**config.mk**
```make
export PLATFORM = sky130hd
export DESIGN_NAME = pwm2_irq_ctrl
export DESIGN_NICKNAME = d
export VERILOG_FILES = /design/src/rtl/pwm2_pkg.sv /design/src/rtl/pwm2_chan.sv /design/src/rtl/pwm2_evt.sv /design/src/rtl/pwm2_irq_ctrl.sv
export SDC_FILE = /design/constraint.sdc
export NUM_CORES = 1
export LEC_CHECK = 0
export CAP_MARGIN = 25
export CORE_MARGIN = 2
export CORE_UTILIZATION = 55
export DETAILED_ROUTE_END_ITERATION = 10
export GPL_TIMING_DRIVEN = 0
export HOLD_SLACK_MARGIN = 0.06
export PLACE_DENSITY = 0.79
export SKIP_CTS_REPAIR_TIMING = 1
export SLEW_MARGIN = 25
export SYNTH_ARGS = -nofsm -noshare
export SYNTH_HDL_FRONTEND = slang
export SYNTH_SLANG_ARGS = --single-unit
export TNS_END_PERCENT = 5
```
**constraint.sdc**
```tcl
create_clock -name clk -period 2.31 [get_ports clk]
set_input_delay 0.3465 -clock clk [delete_from_list [all_inputs] [get_ports clk]]
set_output_delay 0.3465 -clock clk [all_outputs]
set_load 0.02 [all_outputs]
```
**src/rtl/pwm2_pkg.sv**
```systemverilog
// Package: pwm2_pkg
// Shared constants for the two-channel PWM block: counter width and the
// per-channel reset values for duty and period.
package pwm2_pkg;
    localparam int CNT_W_DEF      = 8;
    localparam int DUTY_RST_DEF   = 128;
    localparam int PERIOD_RST_DEF = 255;
    localparam int WDATA_W_DEF    = 32;

    // Next value of a sticky event word: clear selected bits, then set new events.
    function automatic logic [1:0] sticky_next(input logic [1:0] cur,
                                               input logic [1:0] clr,
                                               input logic [1:0] set);
        return (cur & ~clr) | set;
    endfunction
endpackage

```
**src/rtl/pwm2_chan.sv**
```systemverilog
// Module: pwm2_chan
// One PWM channel. The counter runs from 0 to the active period inclusive.
// The output is high while count < active duty. Written duty and period values
// sit in a shadow copy and move to the active copy at a period end, or in
// every cycle while the channel is disabled.
// Assumes: en is a registered level; the write strobes last one cycle each.
module pwm2_chan #(
    parameter int CNT_W      = 8,
    parameter int DUTY_RST   = 128,
    parameter int PERIOD_RST = 255
) (
    input  logic             clk,
    input  logic             rst_n,
    input  logic             en,
    input  logic             duty_wr,
    input  logic             period_wr,
    input  logic [CNT_W-1:0] wdata,
    output logic             pwm,
    output logic             wrap
);
    localparam logic [CNT_W-1:0] DUTY_INIT = CNT_W'(DUTY_RST);
    localparam logic [CNT_W-1:0] PER_INIT  = CNT_W'(PERIOD_RST);

    logic [CNT_W-1:0] shd_duty, shd_per;
    logic [CNT_W-1:0] act_duty, act_per;
    logic [CNT_W-1:0] cnt;

    // Period end: the counter sits on the active period while running.
    assign wrap = en && (cnt == act_per);
    // Output compare against the active duty.
    assign pwm  = en && (cnt < act_duty);

    // Shadow registers take software writes.
    always_ff @(posedge clk) begin
        if (!rst_n) begin
            shd_duty <= DUTY_INIT;
            shd_per  <= PER_INIT;
        end else begin
            if (duty_wr)   shd_duty <= wdata;
            if (period_wr) shd_per  <= wdata;
        end
    end

    // Counter and active copy: hold at 0 when disabled, reload at period end.
    always_ff @(posedge clk) begin
        if (!rst_n) begin
            cnt      <= '0;
            act_duty <= DUTY_INIT;
            act_per  <= PER_INIT;
        end else if (!en || wrap) begin
            cnt      <= '0;
            act_duty <= shd_duty;
            act_per  <= shd_per;
        end else begin
            cnt      <= cnt + 1'b1;
        end
    end
endmodule

```
**src/rtl/pwm2_evt.sv**
```systemverilog
// Module: pwm2_evt
// Event words for the PWM channels: a clear-on-read status word, and a
// write-one-to-clear interrupt status word qualified by a mask. A new event
// in the same cycle as a clear always wins.
// Assumes: wrap bits last one cycle per period end.
module pwm2_evt #(
    parameter int NCH = 2
) (
    input  logic           clk,
    input  logic           rst_n,
    input  logic [NCH-1:0] wrap,
    input  logic           sts_rd,
    input  logic           irq_clr_wr,
    input  logic           irq_en_wr,
    input  logic [NCH-1:0] wmask,
    output logic [NCH-1:0] sts,
    output logic [NCH-1:0] irq_sts,
    output logic [NCH-1:0] irq_en,
    output logic           irq
);
    logic [NCH-1:0] rd_clr, w1c_clr;

    // Clear vectors for the two words.
    assign rd_clr  = sts_rd     ? {NCH{1'b1}} : '0;
    assign w1c_clr = irq_clr_wr ? wmask       : '0;

    // Sticky status words; a set has priority over a clear.
    always_ff @(posedge clk) begin
        if (!rst_n) begin
            sts     <= '0;
            irq_sts <= '0;
        end else begin
            sts     <= (sts & ~rd_clr) | wrap;
            irq_sts <= (irq_sts & ~w1c_clr) | wrap;
        end
    end

    // Interrupt mask register.
    always_ff @(posedge clk) begin
        if (!rst_n)         irq_en <= '0;
        else if (irq_en_wr) irq_en <= wmask;
    end

    // Interrupt line: any enabled pending bit.
    assign irq = |(irq_sts & irq_en);
endmodule

```
**src/rtl/pwm2_irq_ctrl.sv**
```systemverilog
// Module: pwm2_irq_ctrl
// Top level of the two-channel PWM generator. It holds the global enable bit,
// the PWM channels and the event/interrupt words behind a strobe-per-register
// write interface with shared write data.
// Assumes: all strobes are synchronous to clk and last one cycle.
module pwm2_irq_ctrl #(
    parameter int NCH        = 2,
    parameter int CNT_W      = pwm2_pkg::CNT_W_DEF,
    parameter int WDATA_W    = pwm2_pkg::WDATA_W_DEF,
    parameter int DUTY_RST   = pwm2_pkg::DUTY_RST_DEF,
    parameter int PERIOD_RST = pwm2_pkg::PERIOD_RST_DEF
) (
    input  logic               clk,
    input  logic               rst_n,
    input  logic [WDATA_W-1:0] wdata,
    input  logic               glb_en_wr,
    input  logic [NCH-1:0]     duty_wr,
    input  logic [NCH-1:0]     period_wr,
    input  logic               irq_en_wr,
    input  logic               irq_clr_wr,
    input  logic               sts_rd,
    output logic [NCH-1:0]     pwm_out,
    output logic [NCH-1:0]     sts_word,
    output logic [NCH-1:0]     irq_sts,
    output logic [NCH-1:0]     irq_en,
    output logic               irq
);
    logic           en_q;
    logic [NCH-1:0] wrap;

    // Global enable register, bit 0 of the write data.
    always_ff @(posedge clk) begin
        if (!rst_n)         en_q <= 1'b0;
        else if (glb_en_wr) en_q <= wdata[0];
    end

    // One PWM channel per output.
    for (genvar g = 0; g < NCH; g++) begin : g_ch
        pwm2_chan #(
            .CNT_W(CNT_W), .DUTY_RST(DUTY_RST), .PERIOD_RST(PERIOD_RST)
        ) u_chan (
            .clk(clk), .rst_n(rst_n), .en(en_q),
            .duty_wr(duty_wr[g]), .period_wr(period_wr[g]),
            .wdata(wdata[CNT_W-1:0]),
            .pwm(pwm_out[g]), .wrap(wrap[g])
        );
    end

    pwm2_evt #(.NCH(NCH)) u_evt (
        .clk(clk), .rst_n(rst_n), .wrap(wrap),
        .sts_rd(sts_rd), .irq_clr_wr(irq_clr_wr), .irq_en_wr(irq_en_wr),
        .wmask(wdata[NCH-1:0]),
        .sts(sts_word), .irq_sts(irq_sts), .irq_en(irq_en), .irq(irq)
    );

    // Upper write-data bits that no register uses.
    if (WDATA_W > CNT_W) begin : g_hi
        logic unused_hi;
        assign unused_hi = ^wdata[WDATA_W-1:CNT_W];
    end
endmodule

```
==> summary.txt, run 1 <==
Slew headroom -> 0.5834
Worst endpoint data arrival time -> 1.95 ns
Critical R2R Launch -> g_ch[1].u_chan.cnt[3]
Clock Skews -> 0.009637 ns
Vias in the first global route -> 2692
Critical setup path kind -> reg -> out
Met1 global-route usage -> 0.2905
Core Area -> 7137 um2
H-tree depth -> 3
Setup crit end -> pwm_out[1]
Mean post-synth cell area -> 9.947 um2
Pre-CTS setup slack -> -0.2992 ns
Post-synthesis mux area share -> 0.1677
Row count -> 31
Die footprint -> 7968 um2
Worst path required time -> 1.96 ns
Compound-gate portion of the synthesized area -> 0.03473
Initial Util -> 0.5603
Pwr Total -> 2.901 mW
Min cycle time layout -> 2.299 ns
Global-route met2 utilization -> 0.3455
Yosys top cell area share -> 0.4355
Total track usage -> 0.2144
Die Height -> 89.27 um
R2R depth -> 6
Met3 Use GR -> 0.03324
Global-route wire length before repair -> 13060 um
Post-synthesis simple-gate area fraction -> 0.2065
Clk slew on worst S/H paths -> 0.10 ns
Gpl congestion -> 0.7885
Seq/Total Area, Yosys -> 0.4355
Number of remaining DRC errors -> 0
Vias -> 2788
Post-synth top flop -> dfxtp_1
Maximum vdd ir drop -> 0.0002911 V
Synth Instances -> 402
Status -> finished clean
Yosys top cell by area -> dfxtp_1
Clk_lat worst skew -> 0.36 ns
DR vias/cell -> 5.134
Antenna violations before repair -> 0
RSZ-0062 raised after global routing -> yes
Fin worst setup slack -> 0.01147 ns
Synth cell types -> 28
Total CTS buffers -> 9
Fin util -> 0.6494
Synth area leaders -> dfxtp_1 (44%), mux2i_1 (17%), nor2b_1 (8.3%)
Yosys warnings -> 0
Final setup fails -> 0
Largest family of logic cells by synthesized area -> simple AND/OR/NAND/NOR gates
Setup crit end kind -> output port
Slew Viols, Final -> 0
Yosys reg bits -> 87
Worst slew pin tran -> 0.6249 ns
DR WL/cell -> 14.99 um
GRT Residual Overflow -> 0
Worst-path fanout max -> 5
Ant. Diodes -> 0
Final period util -> 0.9950
FILL cells -> 606
Final Hold Fails -> 0
# nets final -> 497
Most frequent cell after synthesis -> dfxtp_1
CTS tree -> yes
# IOs -> 51
Detail Placement HPWL -> 5944 um
Post-Syn Area -> 3999 um2
R2r setup slk -> 0.69 ns
Total wire length -> 8140 um
Post-synth EDFFs -> 0
1st-iter DRT viols -> 81
GR peak layer -> met2
Clock sinks -> 87
Post-synth top cells -> dfxtp_1 (87), mux2i_1 (67), nor2b_1 (53)
Share of cells above drive strength 1 -> 0.1486
Max Cap Violations -> 0
Ys async rst share -> 0
Leak Pwr -> 1.857 nW
FF-to-FF End -> g_ch[1].u_chan.cnt[5]
Drt pass-1 iters -> 4
Area growth syn-to-layout -> 15.89%
Critical Path Source Type -> register
Die width -> 89.27 um
Syn_nets -> 460
Clk root buf -> clkbuf_8
IO buf count -> 21
Maximum clock insertion buffer count -> 2
Largest net degree at the start of global routing -> 18
Post-synthesis xor/xnor area fraction -> 0.06133
HP Class -> in -> reg
Post-synthesis adder-cell area fraction -> 0.05006
Worst setup path start -> g_ch[1].u_chan.cnt[5]
PD cells -> 626.1 nW/um2
Fmax -> 0.4351 GHz
Post-route ant nets -> 0
## cells in the final DEF (no fill, tap or decap), types with 9 or more instances in the layout
cell	count
dfxtp_1	74
mux2i_1	67
nor2b_1	53
nand2_1	52
xor2_1	19
clkdlybuf4s50_1	19
clkbuf_1	17
and3_1	14
inv_1	11
nand3_1	11
ha_1	10
dfxtp_2	10
xnor2_1	9
clkbuf_8	9
buf_4	9
## power breakdown
| group | leakage, nW | total (mW) | switching (mW) | internal, mW |
|---|---|---|---|---|
| registers | 0.720 | 1.60 | 0.0417 | 1.56 |
| logic | 1.05 | 0.287 | 0.146 | 0.140 |
| clock network | 0.0903 | 1.01 | 0.600 | 0.415 |
| total | 1.86 | 2.90 | 0.788 | 2.11 |
## per-stage QoR
step                hold WS [ns]  instances  setup TNS, ns  area, um2
global placement          0.4472        522        -0.5572       4333
finish                    0.3969        543              0       4634
CTS                       0.3857        538         -1.377       4521
detailed placement        0.4490        522        -0.5643       4333
global route              0.4453        543       -0.09999       4634
floorplan                 0.4341        402              0       3999
## metal layers
layer,vias to the layer above,share of wire
met5,-,0
met4,0,0.015
met3,8,0.036
met2,52,0.46
met1,1313,0.49
li1,1415,-
## critical path, cell delays in order, from the launching register on
cell,delay [ns]
dfxtp_2,0.38
ha_4,0.17
or3_4,0.38
a211o_1,0.25
a221oi_2,0.24
buf_4,0.18
## final cells by class
type	count	area, um2	area share
flip-flops and latches	87	1765	0.3809
multi-input cells	278	2138	0.4614
repair buffers	28	257.7	0.05562
plain buffers	21	108.9	0.02349
inverters	14	52.55	0.01134
clock inverters	7	63.81	0.01377
clock buffers	9	123.9	0.02673
well taps	99	123.9	0.02673
## worst min-delay path by stage
stage | start | endpoint | slack (ns) | cells past startpoint
after floorplan | g_ch[0].u_chan.shd_duty[0] | g_ch[0].u_chan.act_duty[0] | 0.43 | 2
after global placement | g_ch[0].u_chan.shd_duty[1] | g_ch[0].u_chan.act_duty[1] | 0.45 | 2
after detailed placement | g_ch[0].u_chan.shd_duty[4] | g_ch[0].u_chan.act_duty[4] | 0.45 | 2
after CTS | rst_n | g_ch[1].u_chan.act_duty[6] | 0.39 | 3
after global routing | rst_n | g_ch[1].u_chan.act_duty[5] | 0.45 | 3
final | rst_n | g_ch[1].u_chan.act_duty[5] | 0.40 | 3
## state kept, by name, indices dropped and copies added (netlist names)
register / cells
u_evt.irq_sts: 2
en_q: 1
u_evt.sts: 2
g_ch.u_chan.act_per: 16
g_ch.u_chan.act_duty: 16
g_ch.u_chan.shd_per: 16
u_evt.irq_en: 2
g_ch.u_chan.cnt: 16
g_ch.u_chan.shd_duty: 16
## logic make-up after synthesis
group	after synthesis
AND/OR/NAND/NOR	150
flip-flops	87
multiplexers	67
buffers and inverters	37
XOR/XNOR	28
AO/OA/AOI/OAI	17
adder cells (fa/ha/maj)	16
Power figures use the tool's default switching activity.
==> inputs of run 2 (changes only) <==
- CTS_BUF_LIST: default -> sky130_fd_sc_hd__clkbuf_16
==> summary.txt, run 2 (same netlist as run 1, synthesis figures left out) <==
GRT Residual Overflow -> 0
Vias in the first global route -> 2674
Die Height -> 89.27 um
Final Hold Fails -> 0
Antenna violations before repair -> 0
Worst path max stage delay -> 0.37 ns
Worst slew pin tran -> 0.6197 ns
Total wire length -> 8207 um
Gpl congestion -> 0.7885
Clock Skews -> 0.007636 ns
Core Area -> 7137 um2
Clk pwr share -> 0.426
DR WL/cell -> 15.09 um
Fin Setup TNS -> 0 ns
Initial Util -> 0.5603
Setup crit end kind -> output port
Slew Viols, Final -> 0
Worst-path fanout max -> 4
Leak Pwr -> 1.909 nW
Commonest non-fill, non-tap cell in the layout -> dfxtp_1
Commonest cells after routing, fill and taps aside -> dfxtp_1 (74), mux2i_1 (67), nor2b_1 (53)
DR WL met3 -> 249 um
Max Cap Violations -> 0
Placed cell count -> 522
Clock sinks -> 87
# IOs -> 51
Post-route ant nets -> 0
Die width -> 89.27 um
Clk_lat worst skew -> 0.34 ns
Hold Path Depth -> 3
1st-iter DRT viols -> 82
DR vias/cell -> 5.140
Combinational share of power -> 0.088
IO buf count -> 21
Area growth syn-to-layout -> 18.62%
Maximum clock insertion buffer count -> 2
Status -> finished clean
Share of cells above drive strength 1 -> 0.1506
Critical path cell sequence -> ha_2 > or3_4 > a211o_1 > a221oi_2 > buf_4
Switching share of total power -> 0.2547
RSZ-0062 raised after global routing -> yes
Seq pwr share -> 0.487
Critical Path Source Type -> register
Slew headroom -> 0.5869
H-tree depth -> 3
Drt pass-1 iters -> 4
Number of remaining DRC errors -> 0
Min cycle time layout -> 2.273 ns
Fin cells -> 544
Detail Placement HPWL -> 5944 um
Worst path required time -> 1.96 ns
Final setup fails -> 0
PD cells -> 693.8 nW/um2
Total track usage -> 0.2175
HP Class -> in -> reg
Met1 WL -> 4057 um
Total CTS buffers -> 9
Global-route wire length before repair -> 13100 um
Fin util -> 0.6646
Fmax -> 0.4400 GHz
# nets final -> 498
Clk slew on worst S/H paths -> 0.07 ns
Internal power -> 2.453 mW
Vias -> 2796
Die footprint -> 7968 um2
Highest metal used -> met4
Final period util -> 0.9839
CTS tree -> yes
Worst endpoint data arrival time -> 1.93 ns
Fin worst setup slack -> 0.03723 ns
Hold_ws -> 0.4106 ns
Placed Area -> 4333 um2
Clk root buf -> clkbuf_16
Pre-CTS setup slack -> -0.2992 ns
Fin area -> 4743 um2
Maximum vdd ir drop -> 0.0003967 V
CP max-delay cell -> or3_4
Pwr Total -> 3.291 mW
Critical setup path kind -> reg -> out
Ant. Diodes -> 0
Row count -> 31
R2R depth -> 7
Met2 wire length -> 3790 um
Largest net degree at the start of global routing -> 18
Switching power total -> 0.8381 mW
[run 2: cell count changes in the layout (fill, tap and decap cells not counted), sizes merged]
cell  change
buf       +1
[run 2: routing by layer]
| layer | vias to the layer above | global-route usage |
|---|---|---|
| met2 | 41 | 0.3455 |
| met3 | 12 | 0.05817 |
| li1 | 1422 | - |
| met5 | - | 0 |
| met4 | 0 | 0.06513 |
| met1 | 1321 | 0.2912 |
[run 2: path summary, 6_finish.rpt]
path	startpoint	endpoint	slack, ns
min	rst_n	g_ch[1].u_chan.act_duty[5]	0.41
min reg2reg	g_ch[0].u_chan.shd_duty[4]	g_ch[0].u_chan.act_duty[4]	0.45
max reg2reg	g_ch[1].u_chan.cnt[3]	g_ch[1].u_chan.cnt[5]	0.57
max	g_ch[0].u_chan.cnt[4]	pwm_out[0]	0.04
[run 2: critical path, delay by kind of cell (launching register included)]
family | cells | cell delay, ns
AO/OA/AOI/OAI | 2 | 0.50
AND/OR/NAND/NOR | 1 | 0.37
buffers and inverters | 1 | 0.18
adder cells (fa/ha/maj) | 1 | 0.19
flip-flops | 1 | 0.36
[run 2: area by class of cell]
type / instances / area [um2]
plain buffers: 21 / 108.9
clock buffers: 9 / 225.2
clock inverters: 7 / 63.81
fillers: 583 / 2394
inverters: 14 / 52.55
multi-input cells: 278 / 2138
flip-flops and latches: 87 / 1765
well taps: 99 / 123.9
repair buffers: 29 / 265.3
[run 2: power groups by stage]
stage          registers (mW)  clock network, mW  logic (mW)
6_report                 1.60               1.40       0.288
5_1_grt                  1.61               1.50       0.316
3_3_place_gp             1.63                  0       0.277
2_1_floorplan            1.63                  0       0.200
4_1_cts                  1.60               1.42       0.287
3_5_place_dp             1.64                  0       0.285
==> inputs of run 3 (changes only) <==
- CAP_MARGIN: 25 -> 0
- PLACE_DENSITY: 0.79 -> 0.91
==> summary.txt, run 3 (same netlist as run 1, synthesis figures left out) <==
Fin Setup TNS -> 0 ns
# IOs -> 51
Worst endpoint data arrival time -> 1.94 ns
Critical Path Source Type -> register
Clock Skews -> 0.005684 ns
Global-route wire length before repair -> 13770 um
Switching share of total power -> 0.2496
FILL cells -> 543
Total wire length -> 8598 um
Row count -> 31
Slew headroom -> 0.5655
H-tree depth -> 3
Maximum vdd ir drop -> 0.0004997 V
Critical setup path kind -> reg -> out
Die Height -> 89.27 um
Maximum clock insertion buffer count -> 2
Internal power -> 2.424 mW
Fin util -> 0.6613
DR vias/cell -> 5.363
Die footprint -> 7968 um2
Commonest non-fill, non-tap cell in the layout -> dfxtp_1
1st-iter DRT viols -> 126
Final setup fails -> 0
Die width -> 89.27 um
Worst path required time -> 1.96 ns
Antenna violations before repair -> 0
Worst slew pin tran -> 0.6518 ns
Placed cell count -> 522
Clk slew on worst S/H paths -> 0.06 ns
Leak Pwr -> 1.892 nW
Gpl congestion -> 0.8194
HP Class -> in -> reg
Total CTS buffers -> 9
Placed Area -> 4333 um2
Seq pwr share -> 0.496
PD cells -> 684.6 nW/um2
Final Hold Fails -> 0
Post-route ant nets -> 0
Total track usage -> 0.2303
Reg area -> 1768 um2
Combinational share of power -> 0.089
Vias -> 2912
Ant. Diodes -> 0
Multi-input gate area -> 2136 um2
Clk_lat worst skew -> 0.35 ns
Number of remaining DRC errors -> 0
Vias in the first global route -> 2854
Switching power total -> 0.8065 mW
Pwr Total -> 3.231 mW
Min cycle time layout -> 2.284 ns
RSZ-0062 raised after global routing -> yes
Fmax -> 0.4378 GHz
Worst-path fanout max -> 4
Fin cells -> 543
# nets final -> 497
Max Cap Violations -> 0
DR WL/cell -> 15.83 um
Fin area -> 4720 um2
Largest net degree at the start of global routing -> 16
Slew Viols, Final -> 0
Clock sinks -> 87
Status -> finished clean
GRT Residual Overflow -> 0
Final period util -> 0.9887
IO buf count -> 21
Detail Placement HPWL -> 6015 um
Clk root buf -> clkbuf_16
Initial Util -> 0.5603
Drt pass-1 iters -> 4
Core Area -> 7137 um2
Setup crit end kind -> output port
Commonest cells after routing, fill and taps aside -> dfxtp_1 (74), mux2i_1 (67), nor2b_1 (53)
CTS tree -> yes
Clk pwr share -> 0.414
Area growth syn-to-layout -> 18.02%
Share of cells above drive strength 1 -> 0.1419
[run 3: cell count changes in the layout (fill, tap and decap cells not counted), sizes merged]
| cell | before | now |
|---|---|---|
| buf | 14 | 13 |
| clkinv | 1 | 3 |
| inv | 18 | 15 |
| clkinvlp | 2 | 3 |
[run 3: final timing paths]
| path | from | endpoint | slack [ns] | cells after the start |
|---|---|---|---|---|
| worst max register to register | g_ch[1].u_chan.cnt[3] | g_ch[1].u_chan.act_duty[0] | 0.71 | 6 |
| worst min register to register | g_ch[0].u_chan.act_duty[3] | g_ch[0].u_chan.act_duty[3] | 0.46 | 2 |
| worst min-delay path | rst_n | u_evt.sts[1] | 0.42 | 2 |
| worst max-delay path | g_ch[0].u_chan.cnt[3] | pwm_out[0] | 0.03 | 5 |
[run 3: area by class of cell]
class,instances,area share
plain buffers,21,0.02306
clock buffers,9,0.04772
clock inverters,7,0.01007
inverters,14,0.01113
multi-input cells,278,0.4525
flip-flops and latches,87,0.3746
well taps,99,0.02625
repair buffers,28,0.05461
[run 3: worst max-delay path: stages (launching register included)]
cell      delay [ns]
dfxtp_4         0.35
ha_2            0.17
or3_4           0.38
a211o_1         0.25
a221oi_2        0.26
buf_4           0.18
[run 3: metal layers]
layer / up-vias / part of all wire / GRT usage / wire length, um
met5: - / 0 / 0 / 0
met4: 0 / 0.026 / 0.08684 / 223
met3: 18 / 0.043 / 0.05448 / 368
met2: 76 / 0.48 / 0.3832 / 4112
met1: 1404 / 0.45 / 0.2907 / 3894
li1: 1414 / - / - / -
[run 3: stage by stage]
stage	hold WS [ns]	setup WS, ns
after floorplan	0.4341	0.3896
after global placement	0.4490	-0.2928
after detailed placement	0.4493	-0.3213
after CTS	0.4196	-0.6979
after global routing	0.4445	-0.01743
final	0.4216	0.02601
[run 3: power groups by stage]
stage / clock network, mW / registers [mW] / logic, mW
2_1_floorplan: 0 / 1.63 / 0.200
3_3_place_gp: 0 / 1.63 / 0.274
3_5_place_dp: 0 / 1.64 / 0.286
4_1_cts: 1.35 / 1.60 / 0.289
5_1_grt: 1.40 / 1.61 / 0.317
6_report: 1.34 / 1.60 / 0.289
